<file path="src/rtl/i2c_tgen_pkg.sv">
package i2c_tgen_pkg;

  typedef enum logic [2:0] {
    ST_IDLE,
    ST_START,
    ST_PARK,
    ST_LOW,
    ST_HIGH
  } tgen_state_e;

  localparam logic [2:0] ADDR_CTRL    = 3'd0;
  localparam logic [2:0] ADDR_STD_HI  = 3'd1;
  localparam logic [2:0] ADDR_STD_LO  = 3'd2;
  localparam logic [2:0] ADDR_FAST_HI = 3'd3;
  localparam logic [2:0] ADDR_FAST_LO = 3'd4;
  localparam logic [2:0] ADDR_SETUP   = 3'd5;
  localparam logic [2:0] ADDR_HOLD    = 3'd6;

  localparam int CTRL_STD_BIT  = 1;
  localparam int CTRL_FAST_BIT = 2;

endpackage

</file>
<file path="src/rtl/i2c_tgen_cfg.sv">
module i2c_tgen_cfg
  import i2c_tgen_pkg::*;
#(
  parameter int REG_W  = 16,
  parameter int SU_W   = 8,
  parameter int HD_W   = 8,
  parameter int HI_MIN = 6,
  parameter int LO_MIN = 8
) (
  input  logic             clk,
  input  logic             rst,
  input  logic             enable,
  input  logic             cfg_we,
  input  logic [2:0]       cfg_addr,
  input  logic [REG_W-1:0] cfg_wdata,
  output logic [REG_W-1:0] hi_eff,
  output logic [REG_W-1:0] low_eff,
  output logic [HD_W:0]    hold_dly
);

  localparam logic [REG_W-1:0] HI_MIN_V = REG_W'(HI_MIN);
  localparam logic [REG_W-1:0] LO_MIN_V = REG_W'(LO_MIN);

  logic             std_sel_q, fast_sel_q;
  logic [REG_W-1:0] std_hi_q, std_lo_q, fast_hi_q, fast_lo_q;
  logic [SU_W-1:0]  setup_q;
  logic [HD_W:0]    hold_q;

  // Register writes, gated off while the generator runs
  always_ff @(posedge clk) begin
    if (rst) begin
      std_sel_q  <= 1'b0;
      fast_sel_q <= 1'b0;
      std_hi_q   <= '0;
      std_lo_q   <= '0;
      fast_hi_q  <= '0;
      fast_lo_q  <= '0;
      setup_q    <= '0;
      hold_q     <= '0;
    end else if (cfg_we && !enable) begin
      case (cfg_addr)
        ADDR_CTRL: begin
          std_sel_q  <= cfg_wdata[CTRL_STD_BIT];
          fast_sel_q <= cfg_wdata[CTRL_FAST_BIT];
        end
        ADDR_STD_HI:  std_hi_q  <= cfg_wdata;
        ADDR_STD_LO:  std_lo_q  <= cfg_wdata;
        ADDR_FAST_HI: fast_hi_q <= cfg_wdata;
        ADDR_FAST_LO: fast_lo_q <= cfg_wdata;
        ADDR_SETUP:   setup_q   <= cfg_wdata[SU_W-1:0];
        ADDR_HOLD:    hold_q    <= cfg_wdata[HD_W:0];
        default: ;
      endcase
    end
  end

  logic             use_fast;
  logic [REG_W-1:0] sel_hi, sel_lo, hi_floor, lo_floor, need_lo, lo_final;
  logic [HD_W:0]    hd_c;
  logic [SU_W-1:0]  su_c;

  always_comb begin
    use_fast = fast_sel_q && !std_sel_q;
    sel_hi   = use_fast ? fast_hi_q : std_hi_q;
    sel_lo   = use_fast ? fast_lo_q : std_lo_q;
    hi_floor = (sel_hi < HI_MIN_V) ? HI_MIN_V : sel_hi;
    lo_floor = (sel_lo < LO_MIN_V) ? LO_MIN_V : sel_lo;
    hd_c     = hold_q[HD_W] ? ({1'b0, hold_q[HD_W-1:0]} + (HD_W+1)'(1))
                            : '0;
    su_c     = (setup_q < SU_W'(2)) ? SU_W'(1) : (setup_q - SU_W'(1));
    need_lo  = REG_W'(hd_c) + REG_W'(su_c);
    lo_final = (need_lo > lo_floor) ? need_lo : lo_floor;
  end

  always_ff @(posedge clk) begin
    if (rst) begin
      hi_eff   <= HI_MIN_V;
      low_eff  <= LO_MIN_V;
      hold_dly <= '0;
    end else begin
      hi_eff   <= hi_floor;
      low_eff  <= lo_final;
      hold_dly <= hd_c;
    end
  end

  // a write during operation leaves every register untouched
  a_r8_frozen_while_enabled: assert property (@(posedge clk) disable iff (rst)
    (cfg_we && enable) |=> ($stable(std_hi_q) && $stable(std_lo_q) &&
                            $stable(fast_hi_q) && $stable(fast_lo_q) &&
                            $stable(setup_q) && $stable(hold_q) &&
                            $stable(std_sel_q) && $stable(fast_sel_q)));

  // the effective counts never drop under their floors
  a_r2_floor_kept: assert property (@(posedge clk) disable iff (rst)
    (hi_eff >= HI_MIN_V) && (low_eff >= LO_MIN_V));

  // the low phase always leaves room for the data change
  a_r5_low_covers_hold: assert property (@(posedge clk) disable iff (rst)
    low_eff > REG_W'(hold_dly));

endmodule

</file>
<file path="src/rtl/i2c_tgen_fsm.sv">
module i2c_tgen_fsm
  import i2c_tgen_pkg::*;
#(
  parameter int REG_W = 16,
  parameter int HD_W  = 8
) (
  input  logic             clk,
  input  logic             rst,
  input  logic             enable,
  input  logic             start_req,
  input  logic             bit_req,
  input  logic             bit_val,
  input  logic             stop_req,
  input  logic [REG_W-1:0] hi_eff,
  input  logic [REG_W-1:0] low_eff,
  input  logic [HD_W:0]    hold_dly,
  output logic             scl_oe,
  output logic             sda_oe,
  output logic             slot_start,
  output logic             slot_end
);

  localparam logic [REG_W-1:0] ONE = REG_W'(1);

  tgen_state_e      state;
  logic [REG_W-1:0] cnt;
  logic             drv_val;
  logic             stop_q;

  logic [REG_W-1:0] hi_m1, lo_m1, hold_ext;
  logic             hold_hit, park_go, park_val;

  always_comb begin
    hi_m1    = hi_eff - ONE;
    lo_m1    = low_eff - ONE;
    hold_ext = REG_W'(hold_dly);
    hold_hit = (hold_ext != '0) && (cnt == hold_ext - ONE);
    park_go  = bit_req || stop_req;
    park_val = bit_req ? ~bit_val : 1'b1;
  end

  always_ff @(posedge clk) begin
    if (rst) begin
      state      <= ST_IDLE;
      cnt        <= '0;
      scl_oe     <= 1'b0;
      sda_oe     <= 1'b0;
      slot_start <= 1'b0;
      slot_end   <= 1'b0;
      drv_val    <= 1'b0;
      stop_q     <= 1'b0;
    end else begin
      slot_start <= 1'b0;
      slot_end   <= 1'b0;
      if (!enable) begin
        state  <= ST_IDLE;
        cnt    <= '0;
        scl_oe <= 1'b0;
        sda_oe <= 1'b0;
        stop_q <= 1'b0;
      end else begin
        case (state)
          ST_IDLE: if (start_req) begin
            state      <= ST_START;
            cnt        <= '0;
            sda_oe     <= 1'b1;
            slot_start <= 1'b1;
          end
          ST_START: begin
            if (cnt == hi_m1) begin
              state    <= ST_PARK;
              scl_oe   <= 1'b1;
              slot_end <= 1'b1;
              cnt      <= '0;
            end else begin
              cnt <= cnt + ONE;
            end
          end
          ST_PARK: if (park_go) begin                      // only here
            state      <= ST_LOW;
            cnt        <= '0;
            slot_start <= 1'b1;
            stop_q     <= !bit_req;
            drv_val    <= park_val;
            if (hold_ext == '0) sda_oe <= park_val;        // no hold
          end
          ST_LOW: begin
            if (hold_hit) sda_oe <= drv_val;               // hold point
            if (cnt == lo_m1) begin
              state  <= ST_HIGH;
              scl_oe <= 1'b0;
              cnt    <= '0;
            end else begin
              cnt <= cnt + ONE;
            end
          end
          ST_HIGH: begin
            if (cnt == hi_m1) begin
              cnt      <= '0;
              slot_end <= 1'b1;
              if (stop_q) begin
                state  <= ST_IDLE;
                sda_oe <= 1'b0;
              end else begin
                state  <= ST_PARK;
                scl_oe <= 1'b1;
              end
            end else begin
              cnt <= cnt + ONE;
            end
          end
          default: state <= ST_IDLE;
        endcase
      end
    end
  end

  // during START, SDA is low while SCL is released
  a_r3_start_shape: assert property (@(posedge clk) disable iff (rst)
    (state == ST_START) |-> (sda_oe && !scl_oe));

  // SDA keeps its old value until the hold point
  a_r4_hold_window: assert property (@(posedge clk) disable iff (rst)
    (state == ST_LOW && cnt != '0 && cnt < hold_ext) |-> $stable(sda_oe));

  // SDA does not move while SCL is high within a slot
  a_r6_sda_steady_high: assert property (@(posedge clk) disable iff (rst)
    (state == ST_HIGH && $past(state) == ST_HIGH) |-> $stable(sda_oe));

  // SDA is released with SCL high only when a STOP completes
  a_r7_release_at_stop: assert property (@(posedge clk) disable iff (rst)
    ($fell(sda_oe) && !scl_oe && $past(enable)) |-> ($past(state) == ST_HIGH && $past(stop_q)));

  // disabling releases both lines on the next cycle
  a_r9_disable_release: assert property (@(posedge clk) disable iff (rst)
    !enable |=> (!scl_oe && !sda_oe && state == ST_IDLE));

  // slot markers never coincide
  a_r6_marker_onehot: assert property (@(posedge clk) disable iff (rst)
    $onehot0({slot_start, slot_end}));

endmodule

</file>
<file path="src/rtl/i2c_tgen.sv">
module i2c_tgen
  import i2c_tgen_pkg::*;
#(
  parameter int REG_W  = 16,
  parameter int SU_W   = 8,
  parameter int HD_W   = 8,
  parameter int HI_MIN = 6,
  parameter int LO_MIN = 8
) (
  input  logic             clk,
  input  logic             rst,
  input  logic             enable,
  input  logic             cfg_we,
  input  logic [2:0]       cfg_addr,
  input  logic [REG_W-1:0] cfg_wdata,
  input  logic             start_req,
  input  logic             bit_req,
  input  logic             bit_val,
  input  logic             stop_req,
  output logic             scl_oe,
  output logic             sda_oe,
  output logic             slot_start,
  output logic             slot_end
);

  logic [REG_W-1:0] hi_eff, low_eff;
  logic [HD_W:0]    hold_dly;

  i2c_tgen_cfg #(
    .REG_W (REG_W),
    .SU_W  (SU_W),
    .HD_W  (HD_W),
    .HI_MIN(HI_MIN),
    .LO_MIN(LO_MIN)
  ) u_cfg (
    .clk      (clk),
    .rst      (rst),
    .enable   (enable),
    .cfg_we   (cfg_we),
    .cfg_addr (cfg_addr),
    .cfg_wdata(cfg_wdata),
    .hi_eff   (hi_eff),
    .low_eff  (low_eff),
    .hold_dly (hold_dly)
  );

  i2c_tgen_fsm #(
    .REG_W(REG_W),
    .HD_W (HD_W)
  ) u_fsm (
    .clk       (clk),
    .rst       (rst),
    .enable    (enable),
    .start_req (start_req),
    .bit_req   (bit_req),
    .bit_val   (bit_val),
    .stop_req  (stop_req),
    .hi_eff    (hi_eff),
    .low_eff   (low_eff),
    .hold_dly  (hold_dly),
    .scl_oe    (scl_oe),
    .sda_oe    (sda_oe),
    .slot_start(slot_start),
    .slot_end  (slot_end)
  );

endmodule

</file>
<file path="config.mk">
export PLATFORM = sky130hd
export DESIGN_NAME = i2c_tgen
export DESIGN_NICKNAME = d
export VERILOG_FILES = /design/src/rtl/i2c_tgen_pkg.sv /design/src/rtl/i2c_tgen_cfg.sv /design/src/rtl/i2c_tgen_fsm.sv /design/src/rtl/i2c_tgen.sv
export SDC_FILE = /design/constraint.sdc
export NUM_CORES = 1
export LEC_CHECK = 0
export ABC_CLOCK_PERIOD_IN_PS = 3600
export BUFFER_PORTS_ARGS = -buffer_cell sky130_fd_sc_hd__buf_2
export CORE_UTILIZATION = 40
export DETAILED_ROUTE_END_ITERATION = 10
export GPL_TIMING_DRIVEN = 0
export PLACE_DENSITY = 0.7
export SETUP_SLACK_MARGIN = 0.3
export SYNTH_ARGS = -nofsm -noshare
export SYNTH_HDL_FRONTEND = slang
export SYNTH_HIERARCHICAL = 1
export SYNTH_SLANG_ARGS = --single-unit
</file>
<file path="constraint.sdc">
create_clock -name clk -period 3.6 [get_ports clk]
set_clock_uncertainty 0.1 [all_clocks]
set_input_delay 0.72 -clock clk [delete_from_list [all_inputs] [get_ports clk]]
set_output_delay 0.72 -clock clk [all_outputs]
set_load 0.02 [all_outputs]
</file>
==> flow_metrics.tcl <==
set metrics [dict create \
    hold_class "flip-flop to flip-flop" \
    relSlewSlack 0.5318 \
    fill_cells 1936 \
    ir_worst_vdd_v 0.0003600 \
    min_period_ps 3754 \
    ys_ff_latch 149 \
    violations "setup timing" \
    layoutNonFillerInstCount 1406 \
    cellPowerDensity_nw_per_um2 422.8 \
    synth_nets 1108 \
    vias_per_cell 5.443 \
    yosysSeqAreaShare 0.3560 \
    cp_slowest_cell "fa_2" \
    area_growth_pct 17.58 \
    use_met3 0.03168 \
    ctsLongestPathBuffers 2 \
    leakage_nw 3.682 \
    num_rows 52 \
    cp-end-kind "flip-flop" \
    critPathLaunch "u_cfg/setup_q[4]" \
    place_inst 1353 \
    globalplace.congestion 0.8512 \
    finalCritPeriodShare 1.043 \
    start_util 0.4114 \
    vias 7653 \
    rr_endpoint "u_cfg/low_eff[3]" \
    critPathKind "flip-flop to flip-flop" \
    startpoint_type "flip-flop" \
    grt_setup_unrepaired "yes" \
    setup_tns_ps -757.6 \
    synth.top_cell.area_share 0.3560 \
    cts-root-buf "clkbuf_16" \
    finalMaxSlewViolations 0 \
    layout_common_cells "213 x nand2_1, 138 x dfxtp_1, 103 x a21oi_1" \
    crit_fanout 6 \
    clkLatencyLatePin_ps 430 \
    rr_worst_depth 17 \
    drtPass1Iterations 7 \
    htreeDepth 4 \
    ys.flop_type "dfxtp_1" \
    final_util 0.4837 \
    fp.dieArea_sq_um 21530 \
    grt_pass1_vias 6987 \
    num_io_pins 31 \
    drv_cap 0 \
    fmax_mhz 266.4 \
    wl_per_cell_um 15.86 \
    clock-sinks 149 \
    status "finished, violations left" \
    ys_types 77 \
    max_stage_delay_ps 390 \
    crit_end "u_cfg/low_eff[3]" \
    layout-drive-gt1-share 0.1611 \
    hpwl_um 16110 \
    grt_pass1_wl_um 35890 \
    first_iter_violations 704 \
    yosys.area.top_type "dfxtp_1" \
    hold_violations 0 \
    ys_async_sr_fraction 0 \
    rr_startpoint "u_cfg/setup_q[4]" \
    pre_cts_ws_ps -291.5 \
    cts.reportedPaths.clkPinSlew_ps 70 \
    netlist_top_cells_area "dfxtp_1 36%, nand2_1 9.6%, a21oi_1 6.5%, mux2i_1 4.2%, ha_1 3.7%" \
    die_w_um 146.7 \
    layout_commonest_cell "nand2_1" \
    synth_cells 1055 \
    syn_avg_cell_area_sq_um 7.941 \
    grt_max_degree 18 \
    synth_enable_flop_cells 0 \
    antenna_found_initial 0 \
    num_antenna_cells 0 \
    grt.met2_usage 0.3249 \
    drtAntennaViolNets 0 \
    netlist_area_sq_um 8378 \
    totalPowerFinal_mw 4.165 \
    arrival_ps 3960 \
    die_y_um 146.7 \
    grt_overflow_total 0 \
    cp_cell_sequence "nor4_4 > and3_1 > clkbuf_8 > nor2_4 > fa_2 > a21oi_4 > o211ai_2 > o41ai_2 > xor2_1 > ha_1 > nand4_1 > nor3_2 > a21oi_2 > o21ai_4 > buf_12 > mux2i_1 > or2_1" \
    report.final.setup_viol 16 \
    use_met1 0.2922 \
    ys_warn_count 6 \
    crit_required_ps 3810 \
    nNetsFinal 1176 \
    ctsHoldBuffers 0 \
    grt.busiest_layer "met2" \
    cts_tree "yes" \
    routed_wirelength_um 22300 \
    core_area_sq_um 20360 \
    worstMarginPinSlew_ps 695.9 \
    cts_made_buffers 17 \
    grt_usage 0.2102 \
    fin_ws_ps -154.3 \
    remaining_drc_errors 0 \
    ff2ff_setup_slack_ps -150 \
    port_buffers 28 \
    min_from "u_cfg/std_lo_q[1]" \
]
==> worst min path at each step <==
stage / endpoint / cells past startpoint
floorplan: u_cfg/hi_eff[0] / 2
detailed placement: u_cfg/std_lo_q[1] / 2
CTS: u_cfg/std_hi_q[0] / 2
finish: u_cfg/std_lo_q[1] / 2
global route: u_cfg/hi_eff[0] / 2
global placement: u_cfg/std_lo_q[0] / 2
==> metrics by stage <==
stage | area, sq um | hold WS (ps)
floorplan | 8429 | 332.1
global placement | 8907 | 343.9
detailed placement | 8907 | 350.8
CTS | 9741 | 359.8
global route | 9851 | 382.8
finish | 9851 | 360.9
==> cell usage after synthesis, drive strengths merged (4+ instances only) <==
master and number:
a211oi 14, a21oi 110, a22oi 6, a31oi 11, a41oi 5, and2 15, and3 13, buf 24
clkbuf 41, dfxtp 149, ha 25, inv 26, mux2i 35, nand2 214, nand2b 11, nand3 36
nand3b 9, nand4 15, nor2 70, nor2b 11, nor3 28, nor3b 7, nor4 24, o21ai 23
o22ai 7, o311ai 4, o31ai 5, or2 7, or3 4, xnor2 34, xor2 34
==> critical path, delay by kind of cell, from the launching register on <==
kind / cells / cell delay [ps]
AND/OR/NAND/NOR: 6 / 920
AO/OA/AOI/OAI: 5 / 830
adder cells (fa/ha/maj): 2 / 700
flip-flops: 1 / 360
XOR/XNOR: 1 / 310
buffers and inverters: 2 / 300
multiplexers: 1 / 110
==> kinds of logic (layout without fill, tap and decap cells) <==
family | after synthesis | count (layout) | share of synthesized area
compound gates | 209 | 209 | 0.1608
xor+xnor | 68 | 68 | 0.07109
fa+ha+maj | 26 | 26 | 0.03973
buf+inv | 91 | 172 | 0.04928
flops | 149 | 149 | 0.3560
mux | 36 | 36 | 0.04316
simple gates | 476 | 476 | 0.2799
==> timing repair <==
item	in CTS	in global routing
gates resized for setup	24	17
pin swaps	15	7
endpoints found under the setup margin	16	33
setup buffers	15	6
gates cloned	0	0
==> registers in the layout (all words and copies together), names as in the netlist <==
| signal | cells |
|---|---|
| u_cfg/fast_hi_q | 16 |
| u_fsm/state | 3 |
| u_cfg/fast_sel_q | 1 |
| u_fsm/stop_q | 1 |
| u_cfg/hi_eff | 16 |
| u_cfg/hold_dly | 9 |
| u_cfg/hold_q | 9 |
| u_cfg/low_eff | 16 |
| u_cfg/setup_q | 8 |
| u_fsm/slot_start | 1 |
| u_fsm/scl_oe | 1 |
| u_fsm/sda_oe | 1 |
| u_cfg/std_lo_q | 16 |
| u_fsm/slot_end | 1 |
| u_fsm/drv_val | 1 |
| u_cfg/fast_lo_q | 16 |
| u_fsm/cnt | 16 |
| u_cfg/std_sel_q | 1 |
| u_cfg/std_hi_q | 16 |
==> metal layers <==
metal | part of all wire | up-vias
met4 | 0.021 | 0
met5 | 0 | -
li1 | - | 3807
met3 | 0.060 | 34
met1 | 0.47 | 3551
met2 | 0.45 | 261
==> layout make-up <==
type                       count  area [sq um]  share of cell area
tap                          270         337.8             0.03429
sequential                   149          3012              0.3057
inverter                      26         97.59            0.009907
clock buffer                  18         450.4             0.04573
multi-input combinational    815          5135              0.5213
clock inverter                14         175.2             0.01778
buffer                        65         325.3             0.03302
timing repair buffer          49         317.8             0.03226
==> power breakdown <==
| group | total, mW | internal (mW) | switching, mW |
|---|---|---|---|
| sequential | 1.72 | 1.68 | 0.0374 |
| clock | 1.85 | 1.04 | 0.804 |
| combinational | 0.602 | 0.263 | 0.339 |
| total | 4.17 | 2.98 | 1.18 |
Power figures use the tool's default switching activity.
